### config.mk
export PLATFORM = sky130hd
export DESIGN_NAME = fa_xlat_buf
export DESIGN_NICKNAME = d
export VERILOG_FILES = /design/src/rtl/fa_xlat_pkg.sv /design/src/rtl/fa_xlat_array.sv /design/src/rtl/fa_xlat_victim.sv /design/src/rtl/fa_xlat_perm.sv /design/src/rtl/fa_xlat_buf.sv
export SDC_FILE = /design/constraint.sdc
export NUM_CORES = 2
export LEC_CHECK = 0
export ABC_AREA = 1
export BUFFER_PORTS_ARGS = -buffer_cell sky130_fd_sc_hd__buf_2
export CORE_MARGIN = 1.5
export CORE_UTILIZATION = 45
export DETAILED_ROUTE_END_ITERATION = 7
export PLACE_DENSITY = 0.59
export SLEW_MARGIN = 20
export SYNTH_ARGS = -nofsm -noshare
export SYNTH_HDL_FRONTEND = slang
export SYNTH_SLANG_ARGS = --single-unit
export TNS_END_PERCENT = 30
### constraint.sdc
create_clock -name clk -period 16.8 [get_ports clk]
set_input_delay 5.04 -clock clk [delete_from_list [all_inputs] [get_ports clk]]
set_output_delay 5.04 -clock clk [all_outputs]
set_load 0.005 [all_outputs]
### src/rtl/fa_xlat_pkg.sv
package fa_xlat_pkg;
   localparam int unsigned DOM_W = 4;
   localparam int unsigned AP_W  = 2;

   typedef enum logic [1:0] {
      ACC_NONE   = 2'b00,
      ACC_CLIENT = 2'b01,
      ACC_RSVD   = 2'b10,
      ACC_MGR    = 2'b11
   } acc_code_t;

   typedef enum logic [1:0] {
      ST_IDLE  = 2'd0,
      ST_FETCH = 2'd1,
      ST_WAIT  = 2'd2
   } walk_st_t;
endpackage

### src/rtl/fa_xlat_array.sv
module fa_xlat_array
   import fa_xlat_pkg::*;
#(
   parameter int unsigned ENTRIES = 32,
   parameter int unsigned VPN_W   = 20,
   parameter int unsigned ATTR_W  = 4,
   parameter int unsigned IDX_W   = $clog2(ENTRIES)
) (
   input  logic              clk,
   input  logic              rst_n,
   input  logic [VPN_W-1:0]  lk_vpn,
   input  logic              inval_all,
   input  logic [IDX_W-1:0]  lock_base,
   input  logic              wr_en,
   input  logic [IDX_W-1:0]  wr_idx,
   input  logic [VPN_W-1:0]  wr_vpn,
   input  logic [VPN_W-1:0]  wr_ppn,
   input  logic [DOM_W-1:0]  wr_dom,
   input  logic [AP_W-1:0]   wr_ap,
   input  logic [ATTR_W-1:0] wr_attr,
   output logic              hit,
   output logic [VPN_W-1:0]  hit_ppn,
   output logic [DOM_W-1:0]  hit_dom,
   output logic [AP_W-1:0]   hit_ap,
   output logic [ATTR_W-1:0] hit_attr
);
   localparam int unsigned PAY_W = VPN_W + DOM_W + AP_W + ATTR_W;

   logic [ENTRIES-1:0] vld_q;
   logic [ENTRIES-1:0] match;
   logic [VPN_W-1:0]   tag_q [ENTRIES];
   logic [PAY_W-1:0]   pay_q [ENTRIES];
   logic [PAY_W-1:0]   sel_pay;

   for (genvar e = 0; e < ENTRIES; e++) begin : g_ent
      localparam logic [IDX_W-1:0] MY_IDX = IDX_W'(e);
      logic wr_me;
      assign wr_me    = wr_en && (wr_idx == MY_IDX);
      assign match[e] = vld_q[e] && (tag_q[e] == lk_vpn);

      always_ff @(posedge clk or negedge rst_n) begin
         if (!rst_n) begin
            vld_q[e] <= 1'b0;
         end else if (wr_me) begin
            vld_q[e] <= 1'b1;
         end else if (inval_all && (MY_IDX >= lock_base)) begin
            vld_q[e] <= 1'b0;
         end
      end

      always_ff @(posedge clk) begin
         if (wr_me) begin
            tag_q[e] <= wr_vpn;
            pay_q[e] <= {wr_ppn, wr_dom, wr_ap, wr_attr};
         end
      end
   end

   always_comb begin
      sel_pay = '0;
      for (int i = 0; i < ENTRIES; i++) begin
         sel_pay = sel_pay | ({PAY_W{match[i]}} & pay_q[i]);
      end
   end

   assign hit = |match;
   assign {hit_ppn, hit_dom, hit_ap, hit_attr} = sel_pay;


   unique_hit_chk: assert property (@(posedge clk) disable iff (!rst_n)
      $onehot0(match));


   lock_guard_chk: assert property (@(posedge clk) disable iff (!rst_n)
      wr_en |-> (wr_idx >= lock_base));
endmodule

### src/rtl/fa_xlat_victim.sv
module fa_xlat_victim #(
   parameter int unsigned ENTRIES = 32,
   parameter int unsigned IDX_W   = $clog2(ENTRIES),
   parameter bit          LOCK_EN = 1'b1
) (
   input  logic             clk,
   input  logic             rst_n,
   input  logic [IDX_W-1:0] lock_base,
   input  logic             adv,
   output logic [IDX_W-1:0] victim
);
   localparam logic [IDX_W-1:0] LAST = IDX_W'(ENTRIES - 1);

   logic [IDX_W-1:0] ptr_q;
   logic [IDX_W-1:0] floor_idx;
   logic [IDX_W-1:0] ptr_nxt;

   if (LOCK_EN) begin : g_locking
      assign floor_idx = lock_base;
   end else begin : g_plain
      assign floor_idx = '0;
   end

   assign victim  = (ptr_q < floor_idx) ? floor_idx : ptr_q;
   assign ptr_nxt = (victim == LAST) ? floor_idx : victim + IDX_W'(1);

   always_ff @(posedge clk or negedge rst_n) begin
      if (!rst_n) begin
         ptr_q <= '0;
      end else if (adv) begin
         ptr_q <= ptr_nxt;
      end
   end
endmodule

### src/rtl/fa_xlat_perm.sv
module fa_xlat_perm
   import fa_xlat_pkg::*;
#(
   parameter int unsigned DOM_N = 16
) (
   input  logic [2*DOM_N-1:0] dom_acc,
   input  logic [DOM_W-1:0]   dom,
   input  logic [AP_W-1:0]    ap,
   input  logic               is_write,
   output logic               allow
);
   acc_code_t code;

   assign code = acc_code_t'(dom_acc[{dom, 1'b0} +: 2]);

   always_comb begin
      unique case (code)
         ACC_MGR:    allow = 1'b1;
         ACC_CLIENT: allow = is_write ? ap[1] : ap[0];
         default:    allow = 1'b0;
      endcase
   end
endmodule

### src/rtl/fa_xlat_buf.sv
module fa_xlat_buf
   import fa_xlat_pkg::*;
#(
   parameter int unsigned VA_W    = 32,
   parameter int unsigned PAGE_W  = 12,
   parameter int unsigned ENTRIES = 32,
   parameter int unsigned ATTR_W  = 4,
   parameter int unsigned DOM_N   = 16,
   localparam int unsigned VPN_W  = VA_W - PAGE_W,
   localparam int unsigned IDX_W  = $clog2(ENTRIES),
   localparam int unsigned DESC_W = VPN_W + DOM_W + AP_W + ATTR_W
) (
   input  logic              clk,
   input  logic              rst_n,
   input  logic              xlat_en,
   input  logic [2*DOM_N-1:0] dom_acc,
   input  logic [IDX_W-1:0]  lock_base,
   input  logic              inval_all,
   input  logic [VA_W-1:0]   tbl_base,
   input  logic              req_valid,
   output logic              req_ready,
   input  logic [VA_W-1:0]   req_va,
   input  logic              req_write,
   output logic              rsp_valid,
   output logic [VA_W-1:0]   rsp_pa,
   output logic [ATTR_W-1:0] rsp_attr,
   output logic              rsp_abort,
   output logic              mem_req_valid,
   output logic [VA_W-1:0]   mem_req_addr,
   input  logic              mem_rsp_valid,
   input  logic [DESC_W-1:0] mem_rsp_desc
);
   if (ENTRIES < 2 || ENTRIES != (1 << IDX_W)) begin : g_bad_entries
      $error("ENTRIES must be a power of two of at least 2");
   end
   if (PAGE_W < 1 || PAGE_W >= VA_W) begin : g_bad_page
      $error("PAGE_W must lie strictly between 0 and VA_W");
   end
   if (DOM_N != (1 << DOM_W)) begin : g_bad_dom
      $error("DOM_N must match the domain identifier width");
   end

   walk_st_t st_q;
   logic [VA_W-1:0] va_q;
   logic            wr_q;

   logic              accept;
   logic              in_idle;
   logic              hit;
   logic [VPN_W-1:0]  hit_ppn;
   logic [DOM_W-1:0]  hit_dom;
   logic [AP_W-1:0]   hit_ap;
   logic [ATTR_W-1:0] hit_attr;

   logic [VPN_W-1:0]  d_ppn;
   logic [DOM_W-1:0]  d_dom;
   logic [AP_W-1:0]   d_ap;
   logic [ATTR_W-1:0] d_attr;

   logic [VPN_W-1:0]  s_ppn;
   logic [DOM_W-1:0]  s_dom;
   logic [AP_W-1:0]   s_ap;
   logic [ATTR_W-1:0] s_attr;
   logic [PAGE_W-1:0] s_off;
   logic              s_write;
   logic              allow;

   logic              refill;
   logic [IDX_W-1:0]  victim;

   assign in_idle   = (st_q == ST_IDLE);
   assign req_ready = in_idle;
   assign accept    = req_valid && in_idle;
   assign refill    = (st_q == ST_WAIT) && mem_rsp_valid;

   assign {d_ppn, d_dom, d_ap, d_attr} = mem_rsp_desc;

   assign s_ppn   = in_idle ? hit_ppn  : d_ppn;
   assign s_dom   = in_idle ? hit_dom  : d_dom;
   assign s_ap    = in_idle ? hit_ap   : d_ap;
   assign s_attr  = in_idle ? hit_attr : d_attr;
   assign s_off   = in_idle ? req_va[PAGE_W-1:0] : va_q[PAGE_W-1:0];
   assign s_write = in_idle ? req_write : wr_q;

   assign mem_req_valid = (st_q == ST_FETCH);
   assign mem_req_addr  = tbl_base + (VA_W'(va_q[VA_W-1:PAGE_W]) << 2);

   fa_xlat_array #(
      .ENTRIES (ENTRIES),
      .VPN_W   (VPN_W),
      .ATTR_W  (ATTR_W),
      .IDX_W   (IDX_W)
   ) array_i (
      .clk       (clk),
      .rst_n     (rst_n),
      .lk_vpn    (req_va[VA_W-1:PAGE_W]),
      .inval_all (inval_all),
      .lock_base (lock_base),
      .wr_en     (refill),
      .wr_idx    (victim),
      .wr_vpn    (va_q[VA_W-1:PAGE_W]),
      .wr_ppn    (d_ppn),
      .wr_dom    (d_dom),
      .wr_ap     (d_ap),
      .wr_attr   (d_attr),
      .hit       (hit),
      .hit_ppn   (hit_ppn),
      .hit_dom   (hit_dom),
      .hit_ap    (hit_ap),
      .hit_attr  (hit_attr)
   );

   fa_xlat_victim #(
      .ENTRIES (ENTRIES),
      .IDX_W   (IDX_W),
      .LOCK_EN (1'b1)
   ) victim_i (
      .clk       (clk),
      .rst_n     (rst_n),
      .lock_base (lock_base),
      .adv       (refill),
      .victim    (victim)
   );

   fa_xlat_perm #(
      .DOM_N (DOM_N)
   ) perm_i (
      .dom_acc  (dom_acc),
      .dom      (s_dom),
      .ap       (s_ap),
      .is_write (s_write),
      .allow    (allow)
   );

   always_ff @(posedge clk or negedge rst_n) begin
      if (!rst_n) begin
         st_q      <= ST_IDLE;
         va_q      <= '0;
         wr_q      <= 1'b0;
         rsp_valid <= 1'b0;
         rsp_pa    <= '0;
         rsp_attr  <= '0;
         rsp_abort <= 1'b0;
      end else begin
         rsp_valid <= 1'b0;
         unique case (st_q)
            ST_IDLE: begin
               if (accept) begin
                  va_q <= req_va;
                  wr_q <= req_write;
                  if (!xlat_en) begin
                     rsp_valid <= 1'b1;
                     rsp_pa    <= req_va;
                     rsp_attr  <= '0;
                     rsp_abort <= 1'b0;
                  end else if (hit) begin
                     rsp_valid <= 1'b1;
                     rsp_pa    <= allow ? {s_ppn, s_off} : '0;
                     rsp_attr  <= allow ? s_attr : '0;
                     rsp_abort <= !allow;
                  end else begin
                     st_q <= ST_FETCH;
                  end
               end
            end
            ST_FETCH: st_q <= ST_WAIT;
            ST_WAIT: begin
               if (mem_rsp_valid) begin
                  rsp_valid <= 1'b1;
                  rsp_pa    <= allow ? {s_ppn, s_off} : '0;
                  rsp_attr  <= allow ? s_attr : '0;
                  rsp_abort <= !allow;
                  st_q      <= ST_IDLE;
               end
            end
            default: st_q <= ST_IDLE;
         endcase
      end
   end


   walk_stall_chk: assert property (@(posedge clk) disable iff (!rst_n)
      mem_req_valid |-> !req_ready);


   miss_walk_chk: assert property (@(posedge clk) disable iff (!rst_n)
      (accept && xlat_en && !hit) |=> (mem_req_valid && !rsp_valid));


   hit_nowalk_chk: assert property (@(posedge clk) disable iff (!rst_n)
      (accept && xlat_en && hit) |=> (rsp_valid && !mem_req_valid));


   bypass_chk: assert property (@(posedge clk) disable iff (!rst_n)
      (accept && !xlat_en) |=> (rsp_valid && !rsp_abort && rsp_pa == $past(req_va)));


   refill_resp_chk: assert property (@(posedge clk) disable iff (!rst_n)
      refill |=> (rsp_valid && req_ready));


   abort_clean_chk: assert property (@(posedge clk) disable iff (!rst_n)
      (rsp_valid && rsp_abort) |-> (rsp_pa == '0 && rsp_attr == '0));
endmodule

# After elaboration in Yosys (flattened, before gate mapping)
# Memories as Yosys holds them, arrays and structs flattened.
# Index checks and enable logic that the tools add are counted.
[classes]
n_addsub = 2
magnitude_cmp = 33
eq_ne = 72
shift = 1
muxes = 351
bitwise_logic = 63
n_reduce_logical = 200
[op_table]
columns = ["op", "n"]
rows = [
  ["$and 30x30->30", 32],
  ["$mux 30", 31],
  ["$or 30x30->30", 31],
  ["$reduce_or 30->1", 31],
  ["$eq 20x20->1", 32],
  ["$mux 20", 32],
  ["$reduce_or 20->1", 31],
  ["$mux 5", 64],
  ["$mux 1", 200],
  ["$mux 32", 5],
  ["$logic_and 1x1->1", 98],
  ["$eq 5x5->1 const B", 16],
  ["$ge 5x5->1 const A", 16],
  ["$reduce_bool 2->1", 33],
  ["$pmux 32 s2", 1],
  ["$eq 5x4->1 const B", 8],
  ["$ge 4x5->1 const A", 8],
  ["$add 32x22->32", 1],
  ["$reduce_or 32->1", 1],
  ["$shiftx 32x6->2", 1],
  ["$mux 4", 7],
  ["$eq 5x3->1 const B", 4],
  ["$ge 3x5->1 const A", 4],
  ["$mux 12", 1],
  ["other kinds (19)", 34],
]
[word_totals]
regBits = 110
ram_bits = 1600
wordCells = 764
memories = 2
[memory_table]
columns = ["memory", "words", "word_bits", "read_ports", "rd_clocked_by_memory_dff", "wr", "line_no", "text"]
rows = [
  ["array_i.pay_q", 32, 30, 32, 0, 1, "fa_xlat_array.sv:32", "logic [PAY_W-1:0] pay_q [ENTRIES];"],
  ["array_i.tag_q", 32, 20, 32, 0, 1, "fa_xlat_array.sv:31", "logic [VPN_W-1:0] tag_q [ENTRIES];"],
]

# Depth between registers and ports, before layout
[depth]
depth_word = 43
mapped_depth = 28
depth_no_buf = 24

# Modules after synthesis
# Synthesis repeated with hierarchy kept, for this count alone.
[unflattened]
hier_cells = 7286
area_unflattened_um2 = 77657.0
[by_module_without_submodules]
columns = ["mod", "instances", "cells_each", "area_each_um2", "seq_area_each_um2"]
rows = [
  ["fa_xlat_array", 1, 6287, 71355.9, 48846.8],
  ["fa_xlat_buf", 1, 822, 5346.4, 1826.8],
  ["fa_xlat_victim", 1, 73, 490.5, 125.1],
  ["fa_xlat_perm", 1, 104, 464.2, 0.0],
]

# Least setup slack after synthesis
# No wires, ideal clock.
[synth_timing]
kind = "input to output"
start = "input tbl_base[2]"
end = "output mem_req_addr[28]"
arrival_time_ps = 7485
setup_slack_ps = 4275
stages = 16
cell_sequence = "ha_1 > inv_1 > fa_1 > o21ai_1 > a21boi_0 > o21ai_0 > a21boi_1 > o21ai_0 > a21boi_1 > inv_1 > nand2_1 > o211ai_1 > a21boi_1 > nor2_1 > nand4_1 > xnor2_1"
[synth_between]
elab_chain_cells = 1
[synth_lines]
columns = ["item", "line_no", "text"]
rows = [
  ["from (decl)", "fa_xlat_buf.sv:19", "input logic [VA_W-1:0] tbl_base,"],
  ["$add 32x22->32", "fa_xlat_buf.sv:86", "assign mem_req_addr = tbl_base + (VA_W'(va_q[VA_W-1:PAGE_W]) << 2);"],
  ["to (decl)", "fa_xlat_buf.sv:29", "output logic [VA_W-1:0] mem_req_addr,"],
]
# Every way passes these cells.

# Final worst setup path
[layout_timing]
start = "input tbl_base[2]"
end = "output mem_req_addr[30]"
# The elaborated chain is that of the path after synthesis.

==> impl_metrics.csv <==
group,metric,value,unit
status,status,"complete, no violations",
worst_setup_path,startpoint,"tbl_base[2]",
floorplanning,ios,210,
layout,final_core_util,51.4,%
flow_run,max_cap_viol_count,0,
min_path,worstHoldPathCells,2,
global_routing,grt_start_max_net_pins,58,
floorplanning,start_util,45.4,%
global_routing,track_usage,32.1,%
place,place_ws,3720,ps
sta,worst_clock_skew,60.0,ps
layout,nFillCells,13500,
floorplanning,core.rowCount,145,
worst_setup_path,crit_fanout,3,
layout,area_growth,13.1,%
sta,hold_ws,475,ps
synth,yosysMostFrequentCell,"nand2_1",
drt,drc,0,
worst_setup_path,crit_path_end_kind,"primary output",
place,io_buffers,205,
power_and_ir_drop,power,9.93,mW
synth,yosys.area.top_type,"edfxtp_1",
place,place_area,74700,µm²
worst_setup_path,critPathArrivalTime,8070,ps
worst_setup_path,rr_endpoint,"array_i.pay_q[1][102]$_DFFE_PP_",
layout,drive_gt1_share,11.5,%
sta,fmax,76.3,MHz
drt,drtIter0Drc,7391,
global_routing,gr-total-overflow,0,
layout,multi_input_area,17700,µm²
synth,ys_seq_area_share,71.4,%
synth,yosys_warnings,0,
global_routing,antenna_found_initial,19,
worst_setup_path,cp_cell_sequence,"buf_2 > ha_1 > inv_1 > fa_1 > o21ai_1 > a21boi_0 > o21ai_0 > a21boi_1 > o21ai_0 > a21boi_1 > inv_1 > nand2_1 > o211ai_1 > a21boi_1 > nor2_1 > nand4_1 > xnor2_1 > buf_2",
sta,tns,0,ps
worst_setup_path,worst-setup-path-type,"primary input to primary output",
worst_setup_path,reg2reg_slack,11850,ps
clock_network,cts_resized,0,
synth,synthFlopType,"edfxtp_1",
worst_setup_path,reg2regPathDepth,9,
sta,rsz0062_at_grt,"false",
clock_network,postCtsSetupBuffers,0,
drt,vias,50700,
drt,ant_nets,0,
clock_network,cts_tree,"built",
synth,ys_types,49,
layout,finalInstanceArea,80400,µm²
drt,vias_per_cell,6.00,
layout,fin_nets,6408,
drt,drt-pass1-iter-count,6,
floorplanning,die_area,160000,µm²
worst_setup_path,crit_path_frequent_cell,"a21boi_1",
min_path,hold_path_class,"register to register",
clock_network,clkSinkCount,1710,
sta,finalHoldViolations,0,
synth,syn_area,71100,µm²
layout,regArea,50800,µm²
floorplanning,die_y,401,µm
sta,worst_slack,3690,ps
sta,tightest_slew,1180,ps
worst_setup_path,critPathSlowestCell,"fa_1",
synth,synth.area.top_cells,"edfxtp_1, nand2_1, dfrtp_1, nor2_1, o21ai_0",
global_routing,grt_pass1_vias,46900,
clock_network,ctsHoldBuffers,0,
synth,synth_edf_count,1600,
min_path,min_to,"va_q[6]$_DFFE_PN0P_",
floorplanning,die_w,401,µm
worst_setup_path,cp_top_family,"compound AO/OA/AOI/OAI gates",
synth,synth_top_area_share,67.5,%
drt,wirelength,261000,µm
clock_network,root_buffer,"clkbuf_16",
synth,syn_nets,6142,
global_routing,grt_pass1_wl,360000,µm
floorplanning,core_area,157000,µm²
clock_network,cts_buffers,177,
worst_setup_path,worst-path-buf-inv,4,
clock_network,htreeDepth,4,
worst_setup_path,required,11760,ps
place,dp_hpwl,137000,µm
clock_network,clk_latency,830,ps
clock_network,clk_pin_slew_worst_paths,60,ps
drt,avgRoutedWirePerCell,31.0,µm
min_path,min-delay-start,"va_q[6]$_DFFE_PN0P_",
sta,slew_headroom,21.2,%
sta,slew_viol_final,0,
place,placed_cells,8117,
synth,syn_avg_cell_area,11.9,µm²
sta,fin_crit_sh,78.0,%
power_and_ir_drop,p_per_area,123,nW/µm²
power_and_ir_drop,p_leak,29.7,nW
worst_setup_path,startpoint_type,"primary input",
place,globalplace.congestion,0.910,
synth,synth_cells,5973,
power_and_ir_drop,vdd_drop_max,0.113,mV
sta,period_minus_slack,13110,ps
worst_setup_path,r2r_start,"victim_i.ptr_q[4]$_DFFE_PN0P_",
sta,setup_viol,0,
synth,ys_ff_latch,1710,
synth,synth_common_cells,"nand2_1, edfxtp_1, nor2_1, inv_1, o21ai_0",
clock_network,cts.path.max_buffers,3,
synth,async_flop_share,6.43,%
worst_setup_path,cpPeakStageDelay,390,ps
layout,fin_cells,8445,
layer usage:
layer | wire length [µm] | vias up | share of wire, % | track usage, %
met4 | 12800 | 18 | 4.9 | 13.9
met1 | 98500 | 25200 | 38 | 43.8
met5 | 97 | - | 0.037 | 0
met2 | 118000 | 3358 | 45 | 50.0
met3 | 32200 | 642 | 12 | 6.50
li1 | - | 21400 | - | -
cells by family (layout without fill, tap and decap cells):
family,count (synthesis),count (layout),share of synthesized area [%]
buffers and inverters,660,1073,4.04
other,0,1,0
adder cells (fa/ha/maj),31,31,0.556
AND/OR/NAND/NOR,2561,2561,14.5
flip-flops,1710,1710,71.4
XOR/XNOR,161,161,1.98
AO/OA/AOI/OAI,850,850,7.47
cell usage in the layout, fill, tap and decap left out, drive strengths merged, types with 2 or more instances in the layout:
| master | n |
|---|---|
| o21bai | 4 |
| clkinv | 71 |
| nand3b | 4 |
| and3 | 4 |
| a21oi | 101 |
| nand3 | 141 |
| a31o | 7 |
| a21boi | 10 |
| a211oi | 22 |
| edfxtp | 1600 |
| bufinv | 11 |
| dfrtp | 110 |
| ha | 30 |
| xor2 | 63 |
| xnor2 | 98 |
| nand4 | 140 |
| a22oi | 189 |
| nor3 | 36 |
| o221ai | 6 |
| a22o | 60 |
| nor4 | 17 |
| and2 | 2 |
| nor2 | 534 |
| o211ai | 49 |
| o21ai | 371 |
| o32ai | 4 |
| a221oi | 2 |
| nand2 | 1676 |
| or2 | 7 |
| o22ai | 23 |
| inv | 410 |
| buf | 346 |
| clkbuf | 234 |
final cells by class:
cell class              count  area share (%)
well taps                2058            3.20
clock buffers             234            5.95
clock inverters            92            1.06
inverters                 401            1.87
multi-input cells        3603            22.0
diodes                      1         0.00311
repair buffers            346            2.67
flip-flops and latches   1710            63.2
worst reg2reg max path, stage by stage, from the launching register on:
cell,delay [ps]
dfrtp_1,380
ha_1,290
nand2_1,80
o211ai_1,560
o21ai_0,290
nor2_1,160
clkinv_1,670
buf_4,520
nor2_4,660
buf_4,910
worst max-delay path by stage:
stage / depth (start not counted) / endpoint / slack [ps]
6_report: 18 / mem_req_addr[30] / 3690
5_1_grt: 18 / mem_req_addr[30] / 3410
4_1_cts: 18 / mem_req_addr[30] / 3710
3_5_place_dp: 18 / mem_req_addr[30] / 3720
3_3_place_gp: 18 / mem_req_addr[30] / 3650
2_1_floorplan: 16 / mem_req_addr[28] / 4270
sequential cells by signal, indices dropped and copies added, names as in the netlist:
| name | count |
|---|---|
| array_i.tag_q | 640 |
| victim_i.ptr_q | 5 |
| array_i.pay_q | 960 |
| rsp_pa | 32 |
| rsp_attr | 4 |
| st_q | 2 |
| rsp_abort | 1 |
| rsp_valid | 1 |
| wr_q | 1 |
| va_q | 32 |
| array_i.vld_q | 32 |
where the power goes:
group	leakage (nW)	internal (mW)	switching [mW]
Combinational	11.1	0.251	0.825
Clock	2.77	2.18	1.71
Sequential	15.8	4.87	0.0799
Total	29.7	7.31	2.62
Note: power is estimated with default switching activity, not from simulation.
